[config.mk]
export PLATFORM = sky130hd
export DESIGN_NAME = steer_resolver
export DESIGN_NICKNAME = d
export VERILOG_FILES = /design/src/rtl/steer_pkg.sv /design/src/rtl/steer_range_match.sv /design/src/rtl/steer_first_set.sv /design/src/rtl/steer_unit_masks.sv /design/src/rtl/steer_resolver.sv
export SDC_FILE = /design/constraint.sdc
export NUM_CORES = 1
export LEC_CHECK = 0
export ABC_AREA = 1
export BUFFER_PORTS_ARGS = -buffer_cell sky130_fd_sc_hd__buf_2
export CAP_MARGIN = 5
export CORE_ASPECT_RATIO = 1.1
export CORE_UTILIZATION = 40
export CTS_BUF_LIST = sky130_fd_sc_hd__clkbuf_4 sky130_fd_sc_hd__clkbuf_8
export CTS_CLUSTER_SIZE = 28
export DETAILED_ROUTE_END_ITERATION = 16
export MAX_ROUTING_LAYER = met4
export PLACE_DENSITY = 0.77
export SLEW_MARGIN = 20
export SYNTH_ARGS = -nofsm -noshare
export SYNTH_HDL_FRONTEND = slang
export SYNTH_SLANG_ARGS = --single-unit
[constraint.sdc]
create_clock -name clk_i -period 0.8 [get_ports clk_i]
set_clock_uncertainty 0.15 [all_clocks]
set_input_delay 0 -clock clk_i [delete_from_list [all_inputs] [get_ports clk_i]]
set_output_delay 0 -clock clk_i [all_outputs]
set_load 0.03 [all_outputs]
[src/rtl/steer_pkg.sv]
`timescale 1ns/1ps
package steer_pkg;
  localparam int NCLS = 5;

  typedef enum logic [2:0] {
    CLS_BANK  = 3'd0,
    CLS_MSL   = 3'd1,
    CLS_NCACH = 3'd2,
    CLS_DSS   = 3'd3,
    CLS_ZERO  = 3'd4,
    CLS_NONE  = 3'd7
  } steer_cls_e;

  // two ranges per class, class 0 in the low slice; lo > hi marks an unused slot
  localparam logic [NCLS*2*24-1:0] DEF_RNG_LO = {
    24'h00B000, 24'h004000,
    24'h009680, 24'h005500,
    24'h00D800, 24'h00B000,
    24'h00E900, 24'h00DD00,
    24'hFFFFFF, 24'h00B100
  };
  localparam logic [NCLS*2*24-1:0] DEF_RNG_HI = {
    24'h00B3FF, 24'h004AFF,
    24'h0096FF, 24'h007FFF,
    24'h00D8FF, 24'h00B0FF,
    24'h00FFFF, 24'h00DDFF,
    24'h000000, 24'h00B3FF
  };
endpackage

[src/rtl/steer_range_match.sv]
`timescale 1ns/1ps
module steer_range_match #(
  parameter int ADDR_W  = 24,
  parameter int NUM_RNG = 2,
  parameter logic [NUM_RNG*ADDR_W-1:0] LO = '0,
  parameter logic [NUM_RNG*ADDR_W-1:0] HI = '0
) (
  input  logic [ADDR_W-1:0] addr_i,
  output logic              hit_o
);
  logic [NUM_RNG-1:0] rng_hit;

  for (genvar r = 0; r < NUM_RNG; r++) begin : g_rng
    localparam logic [ADDR_W-1:0] R_LO = LO[r*ADDR_W +: ADDR_W];
    localparam logic [ADDR_W-1:0] R_HI = HI[r*ADDR_W +: ADDR_W];
    assign rng_hit[r] = (addr_i >= R_LO) && (addr_i <= R_HI);
  end

  assign hit_o = |rng_hit;
endmodule

[src/rtl/steer_first_set.sv]
`timescale 1ns/1ps
module steer_first_set #(
  parameter int W     = 8,
  parameter int IDX_W = (W > 1) ? $clog2(W) : 1
) (
  input  logic [W-1:0]     vec_i,
  output logic [IDX_W-1:0] idx_o,
  output logic             none_o
);
  always_comb begin
    idx_o  = '0;
    none_o = 1'b1;
    for (int k = W - 1; k >= 0; k--) begin
      if (vec_i[k]) begin
        idx_o  = IDX_W'(k);
        none_o = 1'b0;
      end
    end
  end
endmodule

[src/rtl/steer_unit_masks.sv]
`timescale 1ns/1ps
module steer_unit_masks #(
  parameter int L3_FUSE_W  = 3,
  parameter int NUM_DSS    = 16,
  parameter int NUM_MSLICE = 4,
  localparam int BANKS     = 2 * L3_FUSE_W,
  localparam int DSS_PER_Q = NUM_DSS / NUM_MSLICE
) (
  input  logic [L3_FUSE_W-1:0]  l3_fuse_i,
  input  logic [NUM_DSS-1:0]    dss_en_i,
  input  logic [NUM_MSLICE-1:0] meml3_en_i,
  output logic [BANKS-1:0]      bank_en_o,
  output logic [NUM_MSLICE-1:0] msl_en_o
);
  for (genvar i = 0; i < L3_FUSE_W; i++) begin : g_bank
    assign bank_en_o[2*i]   = l3_fuse_i[i];
    assign bank_en_o[2*i+1] = l3_fuse_i[i];
  end

  for (genvar m = 0; m < NUM_MSLICE; m++) begin : g_msl
    assign msl_en_o[m] = meml3_en_i[m] | (|dss_en_i[m*DSS_PER_Q +: DSS_PER_Q]);
  end
endmodule

[src/rtl/steer_resolver.sv]
`timescale 1ns/1ps
module steer_resolver
  import steer_pkg::*;
#(
  parameter int ADDR_W      = 24,
  parameter int GID_W       = 6,
  parameter int IID_W       = 6,
  parameter int L3_FUSE_W   = 3,
  parameter int NUM_DSS     = 16,
  parameter int NUM_MSLICE  = 4,
  parameter int DSS_PER_GRP = 4,
  parameter int NUM_RNG     = 2,
  parameter bit OUT_REG     = 1'b1,
  parameter logic [NCLS*NUM_RNG*ADDR_W-1:0] RNG_LO = DEF_RNG_LO,
  parameter logic [NCLS*NUM_RNG*ADDR_W-1:0] RNG_HI = DEF_RNG_HI
) (
  input  logic                  clk_i,
  input  logic                  rst_ni,
  input  logic [ADDR_W-1:0]     offset_i,
  input  logic [L3_FUSE_W-1:0]  l3_fuse_i,
  input  logic [NUM_DSS-1:0]    dss_en_i,
  input  logic [NUM_MSLICE-1:0] meml3_en_i,
  input  logic [GID_W-1:0]      dflt_group_i,
  input  logic [IID_W-1:0]      dflt_inst_i,
  output logic                  hit_o,
  output logic [2:0]            class_o,
  output logic [GID_W-1:0]      group_o,
  output logic [IID_W-1:0]      inst_o,
  output logic                  err_o
);
  localparam int BANKS  = 2 * L3_FUSE_W;
  localparam int BANK_W = $clog2(BANKS);
  localparam int MSL_W  = $clog2(NUM_MSLICE);
  localparam int DSS_W  = $clog2(NUM_DSS);
  localparam int CLS_W  = $clog2(NCLS);
  localparam int SLC_W  = NUM_RNG * ADDR_W;

  logic [NCLS-1:0] cls_hit;
  for (genvar c = 0; c < NCLS; c++) begin : g_cls
    steer_range_match #(
      .ADDR_W (ADDR_W),
      .NUM_RNG(NUM_RNG),
      .LO     (RNG_LO[c*SLC_W +: SLC_W]),
      .HI     (RNG_HI[c*SLC_W +: SLC_W])
    ) u_match (
      .addr_i(offset_i),
      .hit_o (cls_hit[c])
    );
  end

  // lowest class index has highest priority
  logic [CLS_W-1:0] cls_idx;
  logic             cls_none;
  steer_first_set #(.W(NCLS), .IDX_W(CLS_W)) u_cls_pick (
    .vec_i (cls_hit),
    .idx_o (cls_idx),
    .none_o(cls_none)
  );

  logic [BANKS-1:0]      bank_en;
  logic [NUM_MSLICE-1:0] msl_en;
  steer_unit_masks #(
    .L3_FUSE_W (L3_FUSE_W),
    .NUM_DSS   (NUM_DSS),
    .NUM_MSLICE(NUM_MSLICE)
  ) u_masks (
    .l3_fuse_i (l3_fuse_i),
    .dss_en_i  (dss_en_i),
    .meml3_en_i(meml3_en_i),
    .bank_en_o (bank_en),
    .msl_en_o  (msl_en)
  );

  logic [BANK_W-1:0] bank_idx;
  logic [MSL_W-1:0]  msl_idx;
  logic [DSS_W-1:0]  dss_idx;
  logic              bank_none, msl_none, dss_none;

  steer_first_set #(.W(BANKS), .IDX_W(BANK_W)) u_bank_pick (
    .vec_i(bank_en), .idx_o(bank_idx), .none_o(bank_none));
  steer_first_set #(.W(NUM_MSLICE), .IDX_W(MSL_W)) u_msl_pick (
    .vec_i(msl_en), .idx_o(msl_idx), .none_o(msl_none));
  steer_first_set #(.W(NUM_DSS), .IDX_W(DSS_W)) u_dss_pick (
    .vec_i(dss_en_i), .idx_o(dss_idx), .none_o(dss_none));

  steer_cls_e       nx_cls;
  logic [GID_W-1:0] nx_grp;
  logic [IID_W-1:0] nx_inst;
  logic             nx_err;

  always_comb begin
    nx_cls  = cls_none ? CLS_NONE : steer_cls_e'(cls_idx);
    nx_grp  = '0;
    nx_inst = '0;
    nx_err  = 1'b0;
    case (nx_cls)
      CLS_BANK: begin
        nx_inst = IID_W'(bank_idx);
        nx_err  = bank_none;
      end
      CLS_MSL: begin
        nx_grp = GID_W'(msl_idx);
        nx_err = msl_none;
      end
      CLS_NCACH: begin
        nx_grp = GID_W'({msl_idx, 1'b0});
        nx_err = msl_none;
      end
      CLS_DSS: begin
        nx_grp  = GID_W'(dss_idx / DSS_W'(DSS_PER_GRP));
        nx_inst = IID_W'(dss_idx % DSS_W'(DSS_PER_GRP));
        nx_err  = dss_none;
      end
      CLS_ZERO: ;
      default: begin
        nx_grp  = dflt_group_i;
        nx_inst = dflt_inst_i;
      end
    endcase
  end

  if (OUT_REG) begin : g_reg
    always_ff @(posedge clk_i or negedge rst_ni) begin
      if (!rst_ni) begin
        hit_o   <= 1'b0;
        class_o <= CLS_NONE;
        group_o <= '0;
        inst_o  <= '0;
        err_o   <= 1'b0;
      end else begin
        hit_o   <= ~cls_none;
        class_o <= nx_cls;
        group_o <= nx_grp;
        inst_o  <= nx_inst;
        err_o   <= nx_err;
      end
    end
  end else begin : g_comb
    assign hit_o   = ~cls_none;
    assign class_o = nx_cls;
    assign group_o = nx_grp;
    assign inst_o  = nx_inst;
    assign err_o   = nx_err;
  end
endmodule

==> out/summary.json <==
{
  "setup_repair_after_global_routing_missed_its_margin": {"value": "yes"},
  "post-route-drc-count": {"value": 2},
  "cts.sinks": {"value": 17},
  "netlist-cell-type-count": {"value": 28},
  "cellPowerDensity": {"value": 859, "unit": "nW/um2"},
  "switching_power": {"value": 770, "unit": "uW"},
  "yosysSeqAreaShare": {"value": 27.5, "unit": "%"},
  "p_int": {"value": 1700, "unit": "uW"},
  "cts_hold_buffers": {"value": 10},
  "status": {"value": "finished with violations"},
  "ys_top_cells_by_area": {"value": "sky130_fd_sc_hd__dfrtp_1, sky130_fd_sc_hd__nand2_1, sky130_fd_sc_hd__inv_1"},
  "grt_remaining_overflow": {"value": 0},
  "timing.final.crit_share": {"value": 156, "unit": "%"},
  "timing.critical_path.buf_inv": {"value": 4},
  "number_of_storage_elements_in_the_synthesis_netlist": {"value": 17},
  "final_core_utilization": {"value": 78.2, "unit": "%"},
  "die_area": {"value": 4150, "unit": "um2"},
  "timing.critical_path.from_type": {"value": "input pin"},
  "worst-path-max-fanout": {"value": 6},
  "drv_slew": {"value": 0},
  "first_global_vias": {"value": 2172},
  "dp.cells": {"value": 409},
  "syn_nets": {"value": 304},
  "required": {"value": 780, "unit": "ps"},
  "core_area": {"value": 3680, "unit": "um2"},
  "ys_dominant_reg_cell": {"value": "sky130_fd_sc_hd__dfrtp_1"},
  "violated_checks": {"value": "design-rule violations, negative hold slack, negative setup slack"},
  "final_cell_count_no_fill": {"value": 434},
  "routed_via_density": {"value": 4.83},
  "grt_util_all_layers": {"value": 29.8, "unit": "%"},
  "yosys_warnings": {"value": 0},
  "post_synth_most_frequent_cells": {"value": "sky130_fd_sc_hd__nand2_1, sky130_fd_sc_hd__inv_1, sky130_fd_sc_hd__nor2_1"},
  "synth_area_per_cell": {"value": 6.42, "unit": "um2"},
  "grt_pass1_wl": {"value": 9100, "unit": "um"},
  "num-nets-final": {"value": 446},
  "critical_path.max_stage_delay": {"value": 170, "unit": "ps"},
  "placed_area": {"value": 2360, "unit": "um2"},
  "fmax": {"value": 801, "unit": "MHz"},
  "clock_tree.htree_level_count": {"value": 1},
  "finalInstanceArea": {"value": 2880, "unit": "um2"},
  "area_delta_synth_final": {"value": 84.5, "unit": "%"},
  "largest_delay_share_family_worst_path": {"value": "simple AND/OR/NAND/NOR gates"},
  "total_leakage_power": {"value": 0.00159, "unit": "uW"},
  "first_iter_violations": {"value": 71},
  "setup_slack": {"value": -448, "unit": "ps"},
  "gpl.final_weighted_congestion": {"value": 0.913},
  "switching_share": {"value": 31.1, "unit": "%"},
  "tightest_slew": {"value": 382, "unit": "ps"},
  "cts_tree": {"value": "done"},
  "ant_nets": {"value": 0},
  "final_setup_viols": {"value": 34},
  "cp_cell_sequence": {"value": "buf_6, nor2_4, nand3_4, nor2_8, buf_4, buf_4, o21ai_4, buf_4, nand3_4, o21ai_2"},
  "via_count": {"value": 2098},
  "crit_top_cell": {"value": "sky130_fd_sc_hd__buf_4"},
  "drv.max_cap_violation_count": {"value": 0},
  "synth_largest_area_cell": {"value": "sky130_fd_sc_hd__dfrtp_1"},
  "dpl.hpwl": {"value": 3680, "unit": "um"},
  "comb_power_share": {"value": 35.8, "unit": "%"},
  "peakVddDrop": {"value": 0.605, "unit": "mV"},
  "drt_pass1_iterations": {"value": 10},
  "die_span_in_x": {"value": 61.6, "unit": "um"},
  "worst_slew_margin_rel": {"value": 74.5, "unit": "%"},
  "initial_core_util": {"value": 42.4, "unit": "%"},
  "mappedNetlistArea": {"value": 1560, "unit": "um2"},
  "ys_async_sr_fraction": {"value": 100, "unit": "%"},
  "std_cell_rows": {"value": 23},
  "post_route_cells_drive_above_1_share": {"value": 53.4, "unit": "%"},
  "timing.critical_path.arrival": {"value": 1230, "unit": "ps"},
  "synth_enable_flop_cells": {"value": 0},
  "p_clk_share": {"value": 27.4, "unit": "%"},
  "timing.setup.critical_path_class": {"value": "in -> reg"},
  "floorplan.die.height": {"value": 67.5, "unit": "um"},
  "wirelength": {"value": 5840, "unit": "um"},
  "report.final.hold_viol_count": {"value": 6},
  "cts.reportedPaths.clkPinSlew": {"value": 60, "unit": "ps"},
  "syn-instance-count": {"value": 243},
  "clock_tree.buffer_depth": {"value": 2},
  "worstSetupEndpointType": {"value": "register"},
  "num_antenna_cells": {"value": 0},
  "crit_slowest_cell": {"value": "sky130_fd_sc_hd__nor2_8"},
  "tritoncts.num_buffers": {"value": 3},
  "synth_top_area_share": {"value": 22.5, "unit": "%"},
  "io_buffers": {"value": 77},
  "antenna_found_initial": {"value": 0},
  "grt_start_max_net_pins": {"value": 18},
  "yosysMostFrequentCell": {"value": "sky130_fd_sc_hd__nand2_1"},
  "min-delay-path-class": {"value": "in -> reg"},
  "hold_ws": {"value": -123, "unit": "ps"},
  "final_period_minus_worst_setup_slack": {"value": 1250, "unit": "ps"},
  "cell_at_the_root_of_the_clock_tree": {"value": "sky130_fd_sc_hd__clkbuf_8"},
  "power.sequential.fraction": {"value": 36.8, "unit": "%"},
  "avgRoutedWirePerCell": {"value": 13.5, "unit": "um"},
  "design.portCount": {"value": 78}
}
==> kinds of logic after synthesis <==
logic type / after synthesis / share of synthesized area, %
and+or+nand+nor: 151 / 50.4
buffers and inverters: 55 / 13.5
AOI/OAI and AO/OA: 20 / 8.66
DFF: 17 / 27.5
==> power groups by stage <==
stage,combinational (uW),clock [uW],sequential (uW)
floorplan,248,0,983
detailed placement,701,0,913
global placement,685,0,914
CTS,821,652,907
finish,885,678,910
global route,960,709,914
==> final timing paths <==
kind	cells after the start	slack (ps)	startpoint	to
hold / removal	3	-120	dflt_group_i[2]	group_o[2]$_DFF_PN0_
max in group asynchronous	2	110	rst_ni	class_o[2]$_DFF_PN1_
setup / recovery	10	-450	offset_i[23]	group_o[1]$_DFF_PN0_
min in group asynchronous	2	80	rst_ni	inst_o[4]$_DFF_PN0_
==> sequential cells by signal, summed over array words and instances (netlist names) <==
signal	flops
group_o	6
class_o	3
err_o	1
inst_o	6
hit_o	1
==> what timing repair did <==
| item | in CTS | in global routing |
|---|---|---|
| hold endpoints to repair | 30 | 4 |
| pin swaps | 20 | 15 |
| resized for setup | 58 | 28 |
| setup endpoints to repair | 34 | 34 |
| setup buffers | 6 | 4 |
| gates cloned | 1 | 0 |
==> final cells by class <==
cell class,count,area (um2)
timing repair buffer,137,1000
inverter,54,208
sequential,17,429
tap,50,62.6
clock buffer,4,48.8
multi-input combinational,172,1130
fill,284,805
==> cells in the final DEF, fill, tap and decap left out, types with 3 or more instances in the layout <==
master and count:
sky130_fd_sc_hd__buf_4 55, sky130_fd_sc_hd__buf_2 50, sky130_fd_sc_hd__nand2_1 47, sky130_fd_sc_hd__inv_1 45
sky130_fd_sc_hd__nor2_1 24, sky130_fd_sc_hd__buf_6 20, sky130_fd_sc_hd__dfrtp_1 14, sky130_fd_sc_hd__nand2_2 13
sky130_fd_sc_hd__nand3_1 13, sky130_fd_sc_hd__nand3_2 12, sky130_fd_sc_hd__nand4_1 11, sky130_fd_sc_hd__nor2_4 11
sky130_fd_sc_hd__dlygate4sd3_1 10, sky130_fd_sc_hd__inv_2 7, sky130_fd_sc_hd__nor2_2 5, sky130_fd_sc_hd__nor3_2 4
sky130_fd_sc_hd__o21ai_1 3, sky130_fd_sc_hd__nand3_4 3, sky130_fd_sc_hd__o21ai_0 3, sky130_fd_sc_hd__o21ai_2 3
sky130_fd_sc_hd__dfstp_2 3, sky130_fd_sc_hd__clkbuf_8 3, sky130_fd_sc_hd__clkbuf_4 3
==> routing by layer <==
layer / track usage [%] / wire [um] / vias to the layer above
li1: - / - / 1056
met1: 28.5 / 2170 / 962
met2: 57.9 / 3380 / 65
met3: 4.41 / 152 / 15
met4: 11.7 / 143 / 0
met5: - / 0 / -
==> through the flow <==
stage | worst slack (ps) | power (uW) | setup TNS, ps
final | -448 | 2470 | -9140
after global placement | -644 | 1600 | -10470
after floorplan | -425 | 1230 | -6530
after CTS | -381 | 2380 | -8000
after detailed placement | -684 | 1610 | -11130
after global routing | -517 | 2580 | -10780
Power figures use the tool's default switching activity.
